[config.mk]
export PLATFORM = sky130hd
export DESIGN_NAME = txs_frame_shaper
export DESIGN_NICKNAME = d
export VERILOG_FILES = /design/src/rtl/txs_pkg.sv /design/src/rtl/txs_crc.sv /design/src/rtl/txs_limits.sv /design/src/rtl/txs_frame_shaper.sv
export SDC_FILE = /design/constraint.sdc
export NUM_CORES = 1
export LEC_CHECK = 0
export BUFFER_PORTS_ARGS = -buffer_cell sky130_fd_sc_hd__buf_2
export CAP_MARGIN = 10
export CORE_AREA = 2 2 111 113
export CTS_CLUSTER_DIAMETER = 150
export CTS_CLUSTER_SIZE = 10
export DETAILED_ROUTE_END_ITERATION = 8
export DIE_AREA = 0 0 113 115
export HOLD_SLACK_MARGIN = 0.15
export PLACE_DENSITY = 0.75
export SETUP_SLACK_MARGIN = 0.15
export SLEW_MARGIN = 30
export SYNTH_ARGS = -nofsm -noshare
export SYNTH_HDL_FRONTEND = slang
export SYNTH_SLANG_ARGS = --single-unit
[constraint.sdc]
create_clock -name clk -period 8.5 [get_ports clk]
set_clock_uncertainty 0.15 [all_clocks]
set_input_delay 1.7 -clock clk [delete_from_list [all_inputs] [get_ports clk]]
set_output_delay 1.7 -clock clk [all_outputs]
set_load 0.01 [all_outputs]
[src/rtl/txs_pkg.sv]
package txs_pkg;

    localparam int FCS_BYTES = 4;
    localparam logic [31:0] CRC_POLY = 32'hEDB88320;
    localparam logic [31:0] CRC_INIT = 32'hFFFFFFFF;

    typedef enum logic [2:0] {
        S_IDLE = 3'd0,
        S_DATA = 3'd1,
        S_PAD  = 3'd2,
        S_FCS  = 3'd3,
        S_DROP = 3'd4
    } txs_state_e;

    // one byte of reflected CRC-32, bit 0 of the byte first
    function automatic logic [31:0] crc32_byte(input logic [31:0] c, input logic [7:0] b);
        logic [31:0] r;
        r = c;
        for (int i = 0; i < 8; i++) begin
            r = (r >> 1) ^ (((r[0] ^ b[i]) != 1'b0) ? CRC_POLY : 32'h0);
        end
        return r;
    endfunction

endpackage

[src/rtl/txs_crc.sv]
module txs_crc
    import txs_pkg::*;
(
    input  logic        clk,
    input  logic        rst_n,
    input  logic        clr,
    input  logic        en,
    input  logic [7:0]  din,
    output logic [31:0] crc_q
);
    logic [31:0] crc_d;

    always_comb begin
        crc_d = crc_q;
        if (en) begin
            crc_d = crc32_byte(clr ? CRC_INIT : crc_q, din);
        end else if (clr) begin
            crc_d = CRC_INIT;
        end
    end

    always_ff @(posedge clk or negedge rst_n) begin
        if (!rst_n) crc_q <= CRC_INIT;
        else        crc_q <= crc_d;
    end
endmodule

[src/rtl/txs_limits.sv]
module txs_limits #(
    parameter int LEN_W     = 14,
    parameter int MIN_FRAME = 64,
    parameter int FCS_BYTES = 4
) (
    input  logic [LEN_W-1:0] max_len,
    input  logic             crc_en,
    output logic [LEN_W-1:0] data_limit,
    output logic [LEN_W-1:0] pad_target
);
    localparam logic [LEN_W-1:0] FCS_L  = LEN_W'(FCS_BYTES);
    localparam logic [LEN_W-1:0] MIN_L  = LEN_W'(MIN_FRAME);
    localparam logic [LEN_W-1:0] MIN_NF = LEN_W'(MIN_FRAME - FCS_BYTES);

    assign data_limit = crc_en ? (max_len - FCS_L) : max_len;
    assign pad_target = crc_en ? MIN_NF : MIN_L;
endmodule

[src/rtl/txs_frame_shaper.sv]
module txs_frame_shaper
    import txs_pkg::*;
#(
    parameter int LEN_W     = 14,
    parameter int MIN_FRAME = 64
) (
    input  logic             clk,
    input  logic             rst_n,
    input  logic             sw_rst,
    input  logic             cfg_tx_en,
    input  logic             cfg_pad_en,
    input  logic             cfg_crc_en,
    input  logic [LEN_W-1:0] cfg_max_len,
    input  logic             in_valid,
    input  logic [7:0]       in_data,
    input  logic             in_sop,
    input  logic             in_eop,
    output logic             in_ready,
    output logic             out_valid,
    output logic [7:0]       out_data,
    output logic             out_sop,
    output logic             out_eop,
    output logic             out_err,
    output logic             done,
    output logic [LEN_W-1:0] done_bytes
);
    localparam int IDX_W = $clog2(FCS_BYTES);

    typedef struct packed {
        txs_state_e       st;
        logic [LEN_W-1:0] cnt;
        logic [IDX_W-1:0] idx;
        logic             ov;
        logic [7:0]       od;
        logic             osop;
        logic             oeop;
        logic             oerr;
        logic             done;
    } regs_t;

    regs_t q, d;

    logic             crc_clr, crc_en;
    logic [7:0]       crc_din;
    logic [31:0]      crc_q, fcs;
    logic [LEN_W-1:0] data_limit, pad_target, c_next;
    logic             take, rdy;

    txs_limits #(.LEN_W(LEN_W), .MIN_FRAME(MIN_FRAME), .FCS_BYTES(FCS_BYTES)) u_lim (
        .max_len    (cfg_max_len),
        .crc_en     (cfg_crc_en),
        .data_limit (data_limit),
        .pad_target (pad_target)
    );

    txs_crc u_crc (
        .clk   (clk),
        .rst_n (rst_n),
        .clr   (crc_clr),
        .en    (crc_en),
        .din   (crc_din),
        .crc_q (crc_q)
    );

    assign fcs = ~crc_q;

    always_comb begin
        d        = q;
        d.ov     = 1'b0;
        d.osop   = 1'b0;
        d.oeop   = 1'b0;
        d.oerr   = 1'b0;
        d.done   = 1'b0;
        crc_clr  = 1'b0;
        crc_en   = 1'b0;
        crc_din  = in_data;
        rdy      = 1'b0;
        take     = 1'b0;
        c_next   = q.cnt + 1'b1;

        unique case (q.st)
            S_IDLE: begin
                rdy = cfg_tx_en;
                if (cfg_tx_en && in_valid && in_sop) begin
                    take    = 1'b1;
                    crc_clr = 1'b1;
                    c_next  = LEN_W'(1);
                    d.osop  = 1'b1;
                end
            end
            S_DATA: begin
                rdy  = 1'b1;
                take = in_valid;
            end
            S_PAD: begin
                d.ov    = 1'b1;
                d.od    = 8'h00;
                d.cnt   = c_next;
                crc_en  = 1'b1;
                crc_din = 8'h00;
                if (c_next >= pad_target) begin
                    if (cfg_crc_en) begin
                        d.st  = S_FCS;
                        d.idx = '0;
                    end else begin
                        d.oeop = 1'b1;
                        d.done = 1'b1;
                        d.st   = S_IDLE;
                    end
                end
            end
            S_FCS: begin
                d.ov  = 1'b1;
                d.od  = fcs[{q.idx, 3'b000} +: 8];
                d.cnt = c_next;
                d.idx = q.idx + 1'b1;
                if (q.idx == IDX_W'(FCS_BYTES - 1)) begin
                    d.oeop = 1'b1;
                    d.done = 1'b1;
                    d.st   = S_IDLE;
                end
            end
            S_DROP: begin
                rdy = 1'b1;
                if (in_valid && in_eop) d.st = S_IDLE;
            end
            default: d.st = S_IDLE;
        endcase

        if (take) begin
            crc_en = 1'b1;
            d.ov   = 1'b1;
            d.od   = in_data;
            d.cnt  = c_next;
            if (in_eop) begin
                if (cfg_pad_en && (c_next < pad_target)) begin
                    d.st = S_PAD;
                end else if (cfg_crc_en) begin
                    d.st  = S_FCS;
                    d.idx = '0;
                end else begin
                    d.oeop = 1'b1;
                    d.done = 1'b1;
                    d.st   = S_IDLE;
                end
            end else if (c_next >= data_limit) begin
                d.oeop = 1'b1;
                d.oerr = 1'b1;
                d.done = 1'b1;
                d.st   = S_DROP;
            end else begin
                d.st = S_DATA;
            end
        end

        if (sw_rst) d = '0;
    end

    always_ff @(posedge clk or negedge rst_n) begin
        if (!rst_n) q <= '0;
        else        q <= d;
    end

    assign in_ready   = rdy & ~sw_rst;
    assign out_valid  = q.ov;
    assign out_data   = q.od;
    assign out_sop    = q.osop;
    assign out_eop    = q.oeop;
    assign out_err    = q.oerr;
    assign done       = q.done;
    assign done_bytes = q.done ? q.cnt : '0;
endmodule

==> run_results.csv <==
group,metric,value,unit
clock_network,clkTransAtPathRegs,0.06,ns
critical_path,critPathMostFrequentCell,"a21oi_1",
drt,finalWirelength,13600,um
power_and_ir_drop,power-per-cell-area,315,nW/um^2
drt,drtPass1Iterations,9,
clock_network,post_cts_sizing,0,
clock_network,cts_tree,"done",
layout,stdcell_area,5830,um^2
timing,maxSlewHeadroom,0.442,
clock_network,cts_max_path_buffers,2,
critical_path,critPathKind,"in -> reg",
global_route,global_route_wire_length_before_repair,22200,um
hold_path,hp-start,"out_data[7]",
power_and_ir_drop,power.switching_fraction,0.402,
synthesis,area_leader_netlist,"dfstp_2",
timing,fmax,214,MHz
synthesis,synth_top_cell_area_share,0.161,
synthesis,syn-instance-count,583,
layout,finalNetCount,673,
layout,instances_no_fill,767,
synthesis,ys_top_cells_by_area,"dfstp_2 (16%), dfrtp_1 (15%), xnor2_1 (6.6%), ha_1 (6.5%), nor2_1 (4.5%)",
critical_path,arrival,4.78,ns
critical_path,crit_path_cell_trace,"buf_2, nor3b_4, nand2_2, and2_1, ha_1, or3b_1, nor4_2, a21oi_1, a221o_1, a21oi_1",
place,post-place-ws,3.24,ns
critical_path,cp_data_required_time,8.61,ns
floorplan,die_area,13000,um^2
critical_path,path_max_fanout,28,
floorplan,fp-row-count,40,
layout,share_of_post_route_cells_with_drive_strength_above_1,0.244,
global_route,antenna_found_initial,0,
drt,drc,6,
synthesis,ff_latch_count_synth,63,
flow_run,maxCapViolCount,0,
timing,final_worst_path_cycle_share,0.549,
critical_path,crit_path_start_kind,"primary input",
drt,vias,4498,
power_and_ir_drop,power.static_leakage,2.51,nW
synthesis,synth.yosys.seq_area_share,0.310,
global_route,gr-usage-met1,0.262,
place,placed_cells,751,
status,status,"finished with violations",
synthesis,synth.avg_cell_area,8.94,um^2
drt,post_drt_wl_per_cell,17.7,um
timing,grt_setup_unrepaired,"no",
clock_network,cts_buffers,9,
synthesis,synthesis.nets,641,
timing,post-route-worst-setup-slack,3.84,ns
global_route,pin_count_of_the_biggest_net_entering_global_routing,64,
clock_network,cts.sink_count,63,
timing,final_report_hold_violation_count,0,
floorplan,initial_core_util,0.441,
critical_path,cp-end-kind,"register",
place,dpl.hpwl,9560,um
timing,worst-slew-pin-transition,0.836,ns
global_route,global_route.overflow_total,0,
timing,setup-tns-final,0,ns
synthesis,netlist_area,5210,um^2
synthesis,post_synth_num_cell_types,66,
synthesis,yosysWarnings,0,
power_and_ir_drop,seq_power_share,0.274,
synthesis,synth_flop_cell,"dfstp_2",
floorplan,die_y,115,um
synthesis,ys_async_sr_fraction,1.00,
drt,drt_first_iter_violations,343,
place,total_of_buffers_placed_on_input_and_output_ports,58,
critical_path,critical_path_origin,"in_valid",
layout,area_delta_synth_final,11.9,%
power_and_ir_drop,net_switching_power_of_the_design,0.000738,W
power_and_ir_drop,ir_worst_vdd,179,uV
timing,timing.hold.ws,0.347,ns
place,detailed_place.area,5520,um^2
power_and_ir_drop,power_frac_clock,0.217,
synthesis,synth_edf_count,0,
power_and_ir_drop,power_report.internal_total,0.00110,W
global_route,gr-usage-met2,0.375,
global_route,grt_util_met3,0.0279,
clock_network,cts_root_buffer,"clkbuf_16",
clock_network,clock_latency_of_the_later_clocked_register_in_the_worst_skew_pair,0.34,ns
clock_network,post-cts-setup-buffers,0,
place,gp_routability_congestion,0.872,
global_route,busiest_layer,"met2",
power_and_ir_drop,power.share.combinational,0.509,
clock_network,holdBufCountCts,0,
floorplan,design.core.area,11800,um^2
status,violations_in_the_final_reports,"DRC",
layout,insertedDiodeCount,0,
critical_path,crit_slowest_cell,"nor3b_4",
critical_path,cp_slowest_stage_delay,0.55,ns
floorplan,i_o_pin_total,59,
clock_network,cts_htree_levels,3,
timing,setup_viol,0,
timing,post-route-min-period,4.66,ns
floorplan,die-width,113,um
critical_path,rr_startpoint,"q[31]",
global_route,global_route.usage.total,0.215,
hold_path,min_path_type,"reg -> reg",
drt,antenna_left,0,
timing,slew_viol_final,0,
drt,drt-vias-per-instance,5.86,
global_route,number_of_global_route_vias_before_repair,4486,
[cell type report]
| cell class | count | area (um^2) |
|---|---|---|
| timing repair buffer | 65 | 343 |
| sequential | 63 | 1620 |
| fill | 1077 | 5980 |
| inverter | 5 | 18.8 |
| multi-input combinational | 471 | 3360 |
| tap | 147 | 184 |
| clock buffer | 10 | 229 |
| clock inverter | 6 | 85.1 |
[worst paths after layout]
path | endpoint | slack (ns) | cells after the start
worst max-delay path | q[14] | 3.84 | 10
max in group asynchronous | out_sop | 6.25 | 2
worst max register to register | q[14] | 4.74 | 9
worst min-delay path | out_data[7] | 0.35 | 1
min in group asynchronous | q[27] | 1.38 | 2
worst min register to register | out_data[7] | 0.35 | 1
[state kept, by name, summed over array words and instances, names as in the netlist]
register and cells:
out_data 8, q 19, out_sop 1, u_crc.crc_q 32, out_err 1, out_valid 1
done 1
[Yosys cell counts, types with 3 or more instances]
master and n:
a22o_1 17, a21oi_2 5, buf_6 3, a32o_1 4, dfstp_2 32, buf_4 10
a21oi_1 41, clkbuf_1 28, a21o_1 6, o22ai_1 5, nor2_1 63, xnor2_1 39
inv_1 5, o21a_1 3, and3_1 3, ha_1 27, or3_1 3, and2_1 22
a31oi_1 5, nor3_1 27, nor2b_1 3, nand3_1 11, dfrtp_1 31, mux4_2 8
xor2_2 5, nor4_1 6, xor2_1 21, nand4_1 4, o21ai_0 46, a211oi_1 3
nand2_1 48, xnor2_2 8
[kinds of logic after synthesis]
group | after synthesis | share of synthesized area
simple gates | 209 | 0.203
mux | 10 | 0.0384
flops | 63 | 0.310
buf+inv | 49 | 0.0473
compound gates | 149 | 0.181
xor+xnor | 76 | 0.155
fa+ha+maj | 27 | 0.0648
[worst max-delay path, delay by kind of cell]
kind,cells,cell delay (ns)
AO/OA/AOI/OAI,3,0.63
buffers and inverters,1,0.09
AND/OR/NAND/NOR,5,2.15
adder cells (fa/ha/maj),1,0.18
[metal layers]
| layer | up-vias | wire (um) |
|---|---|---|
| met5 | - | 0 |
| met4 | 0 | 407 |
| met2 | 151 | 6760 |
| met3 | 33 | 699 |
| met1 | 2177 | 5700 |
| li1 | 2137 | - |
[per-stage QoR]
step                      power, W   util
final                      0.00183  0.494
after detailed placement   0.00143  0.467
after floorplan            0.00123      -
after CTS                  0.00184  0.494
after global placement     0.00140  0.467
after global routing       0.00194  0.494
[placed cells by master, fill, tap and decap left out, drive strengths merged, types with 5 or more instances in the layout]
| cell | count |
|---|---|
| buf | 65 |
| dfrtp | 31 |
| a21o | 6 |
| nand2 | 50 |
| mux4 | 8 |
| dfstp | 32 |
| a21oi | 46 |
| xnor2 | 47 |
| ha | 27 |
| o22ai | 5 |
| a22o | 17 |
| nor2 | 63 |
| and2 | 22 |
| nor3 | 27 |
| xor2 | 27 |
| nor4 | 7 |
| a31oi | 5 |
| o21ai | 46 |
| clkbuf | 10 |
| nand3 | 11 |
| inv | 5 |
[power by group through the flow]
stage / Clock (W) / Sequential, W / Combinational [W]
after floorplan: 0 / 0.000476 / 0.000757
after global placement: 0 / 0.000499 / 0.000898
after detailed placement: 0 / 0.000505 / 0.000926
after CTS: 0.000401 / 0.000501 / 0.000933
after global routing: 0.000412 / 0.000513 / 0.00102
final: 0.000398 / 0.000503 / 0.000934
(Power assumes the default switching activity.)
